**config.mk**
```make
export PLATFORM = sky130hd
export DESIGN_NAME = ctlStageTop
export DESIGN_NICKNAME = d
export VERILOG_FILES = /design/src/rtl/ctsPkg.sv /design/src/rtl/ctsControl.sv /design/src/rtl/ctsDatapath.sv /design/src/rtl/ctlStageTop.sv
export SDC_FILE = /design/constraint.sdc
export NUM_CORES = 1
export LEC_CHECK = 0
export BUFFER_PORTS_ARGS = -buffer_cell sky130_fd_sc_hd__buf_2
export CORE_ASPECT_RATIO = 0.8
export CORE_MARGIN = 5
export CORE_UTILIZATION = 25
export CTS_CLUSTER_DIAMETER = 120
export DETAILED_ROUTE_END_ITERATION = 6
export PLACE_DENSITY = 0.55
export SYNTH_ARGS = -nofsm -noshare
export SYNTH_HDL_FRONTEND = slang
export SYNTH_HIERARCHICAL = 1
export SYNTH_SLANG_ARGS = --single-unit
```
**constraint.sdc**
```tcl
create_clock -name clk -period 2.91 [get_ports clk]
set_clock_uncertainty 0.05 [all_clocks]
set_input_delay 0.582 -clock clk [delete_from_list [all_inputs] [get_ports clk]]
set_output_delay 0.582 -clock clk [all_outputs]
set_load 0.01 [all_outputs]
```
**src/rtl/ctsPkg.sv**
```systemverilog
package ctsPkg;
  typedef enum logic [2:0] {
    STG_IDLE     = 3'b000,
    STG_RD_DATA  = 3'b001,
    STG_RD_STAT  = 3'b010,
    STG_WR_DATA  = 3'b011,
    STG_WR_STAT  = 3'b100,
    STG_WR_NODAT = 3'b101,
    STG_SEQ_ERR  = 3'b110
  } stage_e;

  localparam int WR_VALID_BIT = 0;
  localparam int WR_CHG_BIT   = 1;
  localparam int WR_W         = 2;

  typedef struct packed {
    logic setValid;
    logic clrValid;
    logic setChg;
  } strobe_t;
endpackage

```
**src/rtl/ctsControl.sv**
```systemverilog
module ctsControl
  import ctsPkg::*;
#(
  parameter int LEN_W = 16
) (
  input  logic             clk,
  input  logic             rstN,
  input  logic             hostMode,
  input  logic             evSetup,
  input  logic             evInDone,
  input  logic             evOutDone,
  input  logic             evStatusDone,
  input  logic             evBusReset,
  input  logic             setupDirIn,
  input  logic [LEN_W-1:0] setupLen,
  output stage_e           stage,
  output strobe_t          strobe
);
  stage_e nextStage;
  stage_e setupTarget;

  always_comb begin
    if (setupDirIn)            setupTarget = STG_RD_DATA;
    else if (setupLen != '0)   setupTarget = STG_WR_DATA;
    else                       setupTarget = STG_WR_NODAT;
  end

  always_comb begin
    nextStage = stage;
    if (hostMode || evBusReset) begin
      nextStage = STG_IDLE;
    end else if (evSetup) begin
      nextStage = setupTarget;
    end else if (evInDone) begin
      unique case (stage)
        STG_RD_DATA: nextStage = STG_RD_DATA;
        STG_WR_DATA: nextStage = STG_WR_STAT;
        default:     nextStage = STG_SEQ_ERR;
      endcase
    end else if (evOutDone) begin
      unique case (stage)
        STG_RD_DATA: nextStage = STG_RD_STAT;
        STG_WR_DATA: nextStage = STG_WR_DATA;
        default:     nextStage = STG_SEQ_ERR;
      endcase
    end else if (evStatusDone) begin
      unique case (stage)
        STG_RD_STAT, STG_WR_STAT, STG_WR_NODAT: nextStage = STG_IDLE;
        default:                                nextStage = STG_SEQ_ERR;
      endcase
    end
  end

  always_ff @(posedge clk or negedge rstN) begin
    if (!rstN) stage <= STG_IDLE;
    else       stage <= nextStage;
  end

  always_comb begin
    strobe.setValid = evSetup && !evBusReset && !hostMode;
    strobe.clrValid = evBusReset;
    strobe.setChg   = !hostMode && (nextStage != stage);
  end

  assert_setup_target_R2: assert property (@(posedge clk) disable iff (!rstN)
    (evSetup && !evBusReset && !hostMode && setupDirIn) |=> stage == STG_RD_DATA);

  assert_err_hold_R5: assert property (@(posedge clk) disable iff (!rstN)
    (stage == STG_SEQ_ERR && !evSetup && !evBusReset && !hostMode) |=> stage == STG_SEQ_ERR);

  assert_host_idle_R10: assert property (@(posedge clk) disable iff (!rstN)
    hostMode |=> stage == STG_IDLE);

  assert_bus_reset_R11: assert property (@(posedge clk) disable iff (!rstN)
    evBusReset |=> stage == STG_IDLE);
endmodule

```
**src/rtl/ctsDatapath.sv**
```systemverilog
module ctsDatapath
  import ctsPkg::*;
(
  input  logic            clk,
  input  logic            rstN,
  input  strobe_t         strobe,
  input  logic            swWrEn,
  input  logic [WR_W-1:0] swWrData,
  input  logic            intEnable,
  output logic            validFlag,
  output logic            chgFlag,
  output logic            irqOut
);
  logic clrValidSw;
  logic clrChgSw;

  assign clrValidSw = swWrEn && !swWrData[WR_VALID_BIT];
  assign clrChgSw   = swWrEn && !swWrData[WR_CHG_BIT];

  always_ff @(posedge clk or negedge rstN) begin
    if (!rstN)                validFlag <= 1'b0;
    else if (strobe.clrValid) validFlag <= 1'b0;
    else if (strobe.setValid) validFlag <= 1'b1;
    else if (clrValidSw)      validFlag <= 1'b0;
  end

  always_ff @(posedge clk or negedge rstN) begin
    if (!rstN)              chgFlag <= 1'b0;
    else if (strobe.setChg) chgFlag <= 1'b1;
    else if (clrChgSw)      chgFlag <= 1'b0;
  end

  assign irqOut = chgFlag && intEnable;

  assert_valid_set_R6: assert property (@(posedge clk) disable iff (!rstN)
    strobe.setValid |=> validFlag);

  assert_valid_keep_R7: assert property (@(posedge clk) disable iff (!rstN)
    (validFlag && swWrEn && swWrData[WR_VALID_BIT] && !strobe.clrValid) |=> validFlag);

  assert_chg_set_R8: assert property (@(posedge clk) disable iff (!rstN)
    strobe.setChg |=> chgFlag);

  assert_irq_gate_R9: assert property (@(posedge clk) disable iff (!rstN)
    !chgFlag |-> !irqOut);
endmodule

```
**src/rtl/ctlStageTop.sv**
```systemverilog
module ctlStageTop
  import ctsPkg::*;
#(
  parameter int LEN_W = 16
) (
  input  logic             clk,
  input  logic             rstN,
  input  logic             hostMode,
  input  logic             evSetup,
  input  logic             evInDone,
  input  logic             evOutDone,
  input  logic             evStatusDone,
  input  logic             evBusReset,
  input  logic             setupDirIn,
  input  logic [LEN_W-1:0] setupLen,
  input  logic             swWrEn,
  input  logic [1:0]       swWrData,
  input  logic             intEnable,
  output logic [2:0]       stageCode,
  output logic             setupValid,
  output logic             stageChg,
  output logic             stageIrq
);
  stage_e  stage;
  strobe_t strobe;

  ctsControl #(.LEN_W(LEN_W)) uCtl (
    .clk(clk), .rstN(rstN), .hostMode(hostMode),
    .evSetup(evSetup), .evInDone(evInDone), .evOutDone(evOutDone),
    .evStatusDone(evStatusDone), .evBusReset(evBusReset),
    .setupDirIn(setupDirIn), .setupLen(setupLen),
    .stage(stage), .strobe(strobe)
  );

  ctsDatapath uDp (
    .clk(clk), .rstN(rstN), .strobe(strobe),
    .swWrEn(swWrEn), .swWrData(swWrData), .intEnable(intEnable),
    .validFlag(setupValid), .chgFlag(stageChg), .irqOut(stageIrq)
  );

  assign stageCode = stage;

  assert_no_code7_R5: assert property (@(posedge clk) disable iff (!rstN)
    $rose(stageChg) |-> stageCode != 3'b111);
endmodule

```
==> flow_summary_export.csv, run 1 <==
group,metric,value,unit
place,hpwl,1080,um
sta,setup_slack,1.14,ns
power_and_ir_drop,power.density,335,nW/um^2
worst_setup_path,worstSetupPathType,"input pin to flip-flop",
global_route,grt_pass1_wl,2130,um
worst_setup_path,crit_arrival,1.86,ns
cts,hold_buffers,0,
route,vias,506,
sta,finalSetupViolCount,0,
global_route,grtUsageMet1,12.7,%
worst_setup_path,cp.required,3.00,ns
global_route,antenna_found_initial,0,
worst_hold_path,hold_path_class,"input pin to asynchronous set/reset pin",
route,route.detailed.drc,0,
route,drt_pass1_iterations,3,
die,dieHeight,48.6,um
cts,numCtsBuffers,3,
worst_setup_path,crit_slowest_cell,"a32o_2",
worst_setup_path,path_cells,"buf_2 > nor4_2 > nand4_2 > a32o_2 > xnor2_2 > a41oi_2 > a21o_1",
final_layout,final_common_cell,"buf_2",
final_layout,nNetsFinal,116,
place,io_buffers,34,
worst_setup_path,r2r_cells,6,
logic_synthesis,synthMuxAreaShare,0,%
sta,fin_crit_sh,61.0,%
logic_synthesis,ys_seq_elements,5,
sta,hold_viol_final,0,
global_route,use_met2,13.9,%
place,finalWeightedCongestion,0.781,
global_route,met3_usage,4.52,%
final_layout,area_delta_synth_final,46.9,%
worst_setup_path,r2r_end,"uDp/chgFlag",
logic_synthesis,synth-simple-area-share,47.2,%
logic_synthesis,yosysWarnings,6,
route,routedWlPerCell,11.2,um
final_layout,multi_input_area,327,sq um
route,via_per_inst,4.60,
logic_synthesis,synth_top_family_by_area,"simple AND/OR/NAND/NOR gates",
route,ant_nets,0,
cts,htree_num_levels,1,
final_layout,final_cell_mix,"buf_2 (34), nor2_1 (7), dfrtp_1 (5)",
final_layout,regArea,125,sq um
logic_synthesis,avgSynthCellArea,9.52,sq um
die,start_util,25.6,%
power_and_ir_drop,peakVddDrop,0.200,mV
place,placed_cells,106,
place,place_area,659,sq um
route,wl,1230,um
run_status,status,"finished, final reports clean",
sta,max_freq,564,MHz
cts,cts.path.max_buffers,2,
logic_synthesis,synth-compound-area-share,17.4,%
place,dp_slack,0.861,ns
cts,post_cts.resized_instances,0,
cts,cts_root_buf,"clkbuf_4",
worst_setup_path,regToRegSetupSlack,1.18,ns
global_route,grt_pass1_vias,513,
sta,relSlewSlack,83.3,%
logic_synthesis,synth-xor-area-share,5.36,%
sta,min_period,1.77,ns
cts,cts.sinks,5,
die,core_area,1820,sq um
worst_setup_path,endpoint,"uDp/chgFlag",
final_layout,antennaDiodeCount,0,
die,die_w,58.3,um
sta,max_slew.worst_pin.slew,0.247,ns
logic_synthesis,syn_area,467,sq um
worst_setup_path,slowest_delay,0.30,ns
worst_setup_path,endpoint_kind,"flip-flop",
final_layout,drive_gt1_share,58.1,%
global_route,track_usage,9.75,%
final_layout,fin_cells,110,
cts,cts_setup_buffers,0,
sta,slew_violations,0,
global_route,grt_busiest_layer,"met2",
route,first_iter_violations,4,
logic_synthesis,synth_fa_ha_area_share,0,%
power_and_ir_drop,p_leak,0.000324,uW
logic_synthesis,syn_nets,78,
global_route,grt_overflow,0,
die,ioPinCount,35,
worst_setup_path,crit_path_start_kind,"input pin",
sta,finalSetupTns,0,ns
logic_synthesis,netlist_instances,49,
logic_synthesis,ys_types,27,
worst_setup_path,rr_startpoint,"uCtl/stage[2]",
logic_synthesis,yosysSeqAreaShare,26.8,%
sta,hold_ws,0.0908,ns
sta,rsz0062_at_grt,"no",
worst_setup_path,cp_max_fo,2,
final_layout,fill_cells,210,
cts,tritoncts,"done",
global_route,grt_max_degree,8,
die,row_count,14,
final_layout,design_area,686,sq um
die,fp.dieArea,2840,sq um
cts,clk_pin_slew,0.05,ns
cts,worstSkewPairLatency,0.25,ns
worst_setup_path,worstSetupStartpoint,"setupLen[10]",
job,cap_violations,0,
-- cells in the mapped netlist (all sizes together) --
library cell  number  area, sq um
dfrtp              5          125
and2               1         6.26
nor4               4         50.1
nand4              1         12.5
a41oi              1         16.3
nand3              3         15.0
and2b              1         7.51
o21ai              3         15.0
nand2b             2         12.5
nand3b             1         7.51
nor4bb             1         10.0
nor2b              2         20.0
xnor2              2         25.0
a211oi             1         7.51
a31oi              1         6.26
nand2              2         7.51
a31o               1         17.5
nor3b              2         25.0
a32o               1         11.3
buf                1         7.51
inv                2         7.51
nor3               3         20.0
a21o               1         7.51
nor2               7         26.3
-- flip-flops by register name, indices dropped and copies added (netlist names) --
register	flops
uCtl/stage	3
uDp/chgFlag	1
uDp/validFlag	1
-- worst min-delay path by stage --
stage	slack (ns)	cells after the start	end
finish	0.09	1	uDp/chgFlag
global route	0.09	1	uCtl/stage[0]
CTS	0.09	1	uDp/chgFlag
detailed placement	0.36	1	uDp/chgFlag
global placement	0.36	1	uDp/chgFlag
floorplan	0.24	0	uCtl/stage[0]
-- critical path: cells and delay by family --
kind	cells	cell delay, ns
AO/OA/AOI/OAI	3	0.56
AND/OR/NAND/NOR	2	0.47
XOR/XNOR	1	0.15
buffers and inverters	1	0.10
-- logic make-up (layout without fill, tap and decap cells) --
| group | after synthesis | count (layout) |
|---|---|---|
| AO/OA/AOI/OAI | 9 | 9 |
| XOR/XNOR | 2 | 2 |
| buffers and inverters | 3 | 40 |
| flip-flops | 5 | 5 |
| AND/OR/NAND/NOR | 30 | 30 |
-- layer usage --
layer | part of all wire, % | wire (um)
met2 | 46 | 561
met4 | 1.1 | 13
met1 | 43 | 533
met3 | 9.9 | 122
met5 | 0 | 0
-- report_power, final --
group	internal, uW	leakage (uW)	total [uW]	switching [uW]
sequential	74.8	0.0000650	80.8	6.02
combinational	34.9	0.000244	65.3	30.4
clock	52.1	0.0000150	83.9	31.8
-- layout make-up --
class	count	area share (%)
inverters	2	1.09
clock buffers	4	3.83
repair buffers	34	24.8
flip-flops and latches	5	18.2
multi-input cells	41	47.6
well taps	24	4.38
-- through the flow --
step | util [%] | power [uW]
floorplan | - | 113
global placement | 36.2 | 148
detailed placement | 36.2 | 148
CTS | 37.6 | 234
global route | 37.6 | 247
finish | 37.6 | 230
(Power assumes the default switching activity.)
==> inputs of run 2 (changes only) <==
- clock period: 2.91 -> 1.7 ns (I/O delays scaled with it)
==> run 2 against run 1 <==
- critical endpoint unchanged
- first-iteration DRC count up 75%
- hold slack better by 0.24 ns
- sequential share of layout area down 2.0 points
- register-to-register slack worse by 1.2 ns
- die area unchanged
- non-clock buffer count up 9
- sequential cell count unchanged
- the flow now finishes with violations (negative setup slack)
- cell count up 8.2%
- critical path depth down 1
- critical path type is now flip-flop to flip-flop
- via count up 6.5%
- sequential power up 70%
==> flow_summary_export.csv, run 2 (synthesis gave the netlist of run 1 again) <==
group,metric,value,unit
final_layout,final_common_cell,"buf_2",
final_layout,fin_cells,119,
final_layout,nNetsFinal,125,
place,finalWeightedCongestion,0.793,
die,row_count,14,
power_and_ir_drop,switchingPower,125,uW
sta,setup_slack,-0.000807,ns
sta,finalSetupTns,-0.000807,ns
cts,cts.path.max_buffers,2,
route,wl,1380,um
route,routedWlPerCell,11.6,um
route,via_per_inst,4.53,
global_route,grt_pass1_wl,2260,um
power_and_ir_drop,peakVddDrop,0.214,mV
sta,hold_viol_final,0,
cts,tritoncts,"done",
die,die_w,58.3,um
worst_hold_path,hold_path_class,"input pin to flip-flop",
route,first_iter_violations,7,
power_and_ir_drop,pwr-share-comb,32.1,%
die,start_util,25.6,%
cts,clk_pin_slew,0.05,ns
sta,fin_crit_sh,100,%
global_route,grt_pass1_vias,533,
final_layout,top_register,"uCtl/stage",
sta,min_period,1.70,ns
route,drt_pass1_iterations,4,
place,dp_slack,-0.116,ns
worst_setup_path,cp_max_fo,6,
cts,cts.sinks,5,
global_route,track_usage,10.6,%
worst_setup_path,endpoint_kind,"flip-flop",
final_layout,antennaDiodeCount,0,
sta,hold_ws,0.332,ns
place,hpwl,1170,um
die,ioPinCount,35,
die,fp.dieArea,2840,sq um
global_route,antenna_found_initial,0,
cts,cts_root_buf,"clkbuf_4",
final_layout,largest_reg_flops,3,
power_and_ir_drop,clock_power_share,35.0,%
cts,numCtsBuffers,3,
power_and_ir_drop,power.density,537,nW/um^2
die,core_area,1820,sq um
worst_setup_path,worstSetupPathType,"flip-flop to flip-flop",
cts,worstSkewPairLatency,0.25,ns
final_layout,final_cell_mix,"buf_2 (34), buf_4 (8), nor2_1 (7)",
final_layout,fill_cells,199,
worst_setup_path,crit_arrival,1.80,ns
sta,slew_violations,0,
cts,htree_num_levels,1,
worst_setup_path,cp.required,1.80,ns
run_status,violations,"negative setup slack",
die,dieHeight,48.6,um
sta,max_freq,588,MHz
job,cap_violations,0,
place,placed_cells,114,
worst_setup_path,crit_path_start_kind,"flip-flop",
final_layout,area_delta_synth_final,66.2,%
sta,max_slew.worst_pin.slew,0.305,ns
power_and_ir_drop,sw_frac_of_total,29.9,%
global_route,grt_max_degree,8,
final_layout,drive_gt1_share,65.3,%
route,vias,539,
global_route,grt_overflow,0,
run_status,status,"finished with violations",
place,io_buffers,34,
power_and_ir_drop,p_int,292,uW
power_and_ir_drop,p_leak,0.000370,uW
sta,finalSetupViolCount,1,
route,ant_nets,0,
route,route.detailed.drc,0,
final_layout,fin_util,42.6,%
power_and_ir_drop,seqPwrFrac,32.9,%
sta,relSlewSlack,79.4,%
final_layout,largest_registers,"uCtl/stage x3, uDp/chgFlag x1, uDp/validFlag x1",
[run 2: what timing repair did]
| action | CTS | global route |
|---|---|---|
| gates resized for setup | 1 | 3 |
| hold endpoints to repair | 5 | 0 |
| pin swaps | 1 | 1 |
| setup endpoints to repair | 1 | 1 |
| buffers inserted | 0 | 0 |
| hold buffers | 1 | 0 |
[run 2: power groups by stage]
stage | Clock [uW] | Sequential, uW | Combinational (uW)
final | 146 | 137 | 134
after global routing | 163 | 139 | 147
after floorplan | 0 | 143 | 50.0
after detailed placement | 0 | 139 | 129
after global placement | 0 | 138 | 127
after CTS | 154 | 137 | 134
[run 2: final cells by class]
type	count	area (sq um)	share of cell area, %
multi-input combinational	41	345	44.5
timing repair buffer	43	240	31.0
sequential	5	126	16.3
tap	24	30.0	3.87
clock buffer	4	26.3	3.39
inverter	2	7.51	0.968
[run 2: through the flow]
step / power, uW / cell area (sq um)
floorplan: 193 / 467
global placement: 266 / 719
detailed placement: 268 / 719
CTS: 425 / 763
global route: 448 / 776
finish: 417 / 776
[run 2: worst paths after layout]
path,cells past startpoint,start,to,slack (ns)
max in group asynchronous,2,rstN,uCtl/stage[2],1.06
worst max-delay path,6,uCtl/stage[2],uDp/chgFlag,-0.0008
min in group asynchronous,2,rstN,uDp/validFlag,0.38
worst min-delay path,3,swWrData[1],uDp/chgFlag,0.33
worst min register to register,1,uDp/chgFlag,uDp/chgFlag,0.46
worst max register to register,6,uCtl/stage[2],uDp/chgFlag,-0.0008
[run 2: metal layers]
metal / global-route usage [%] / up-vias / share of wire (%)
li1: - / 275 / -
met1: 11.7 / 238 / 41
met2: 16.5 / 24 / 48
met3: 4.79 / 2 / 8.7
met4: 5.79 / 0 / 1.7
met5: 0 / - / 0
[run 2: worst max-delay path, cell delays in order (launching register included)]
cell and delay [ns]:
dfrtp_2 0.44, nor4bb_2 0.37, nor3_2 0.08, a31o_4 0.25, xnor2_2 0.14, a41oi_2 0.12, a21o_1 0.16
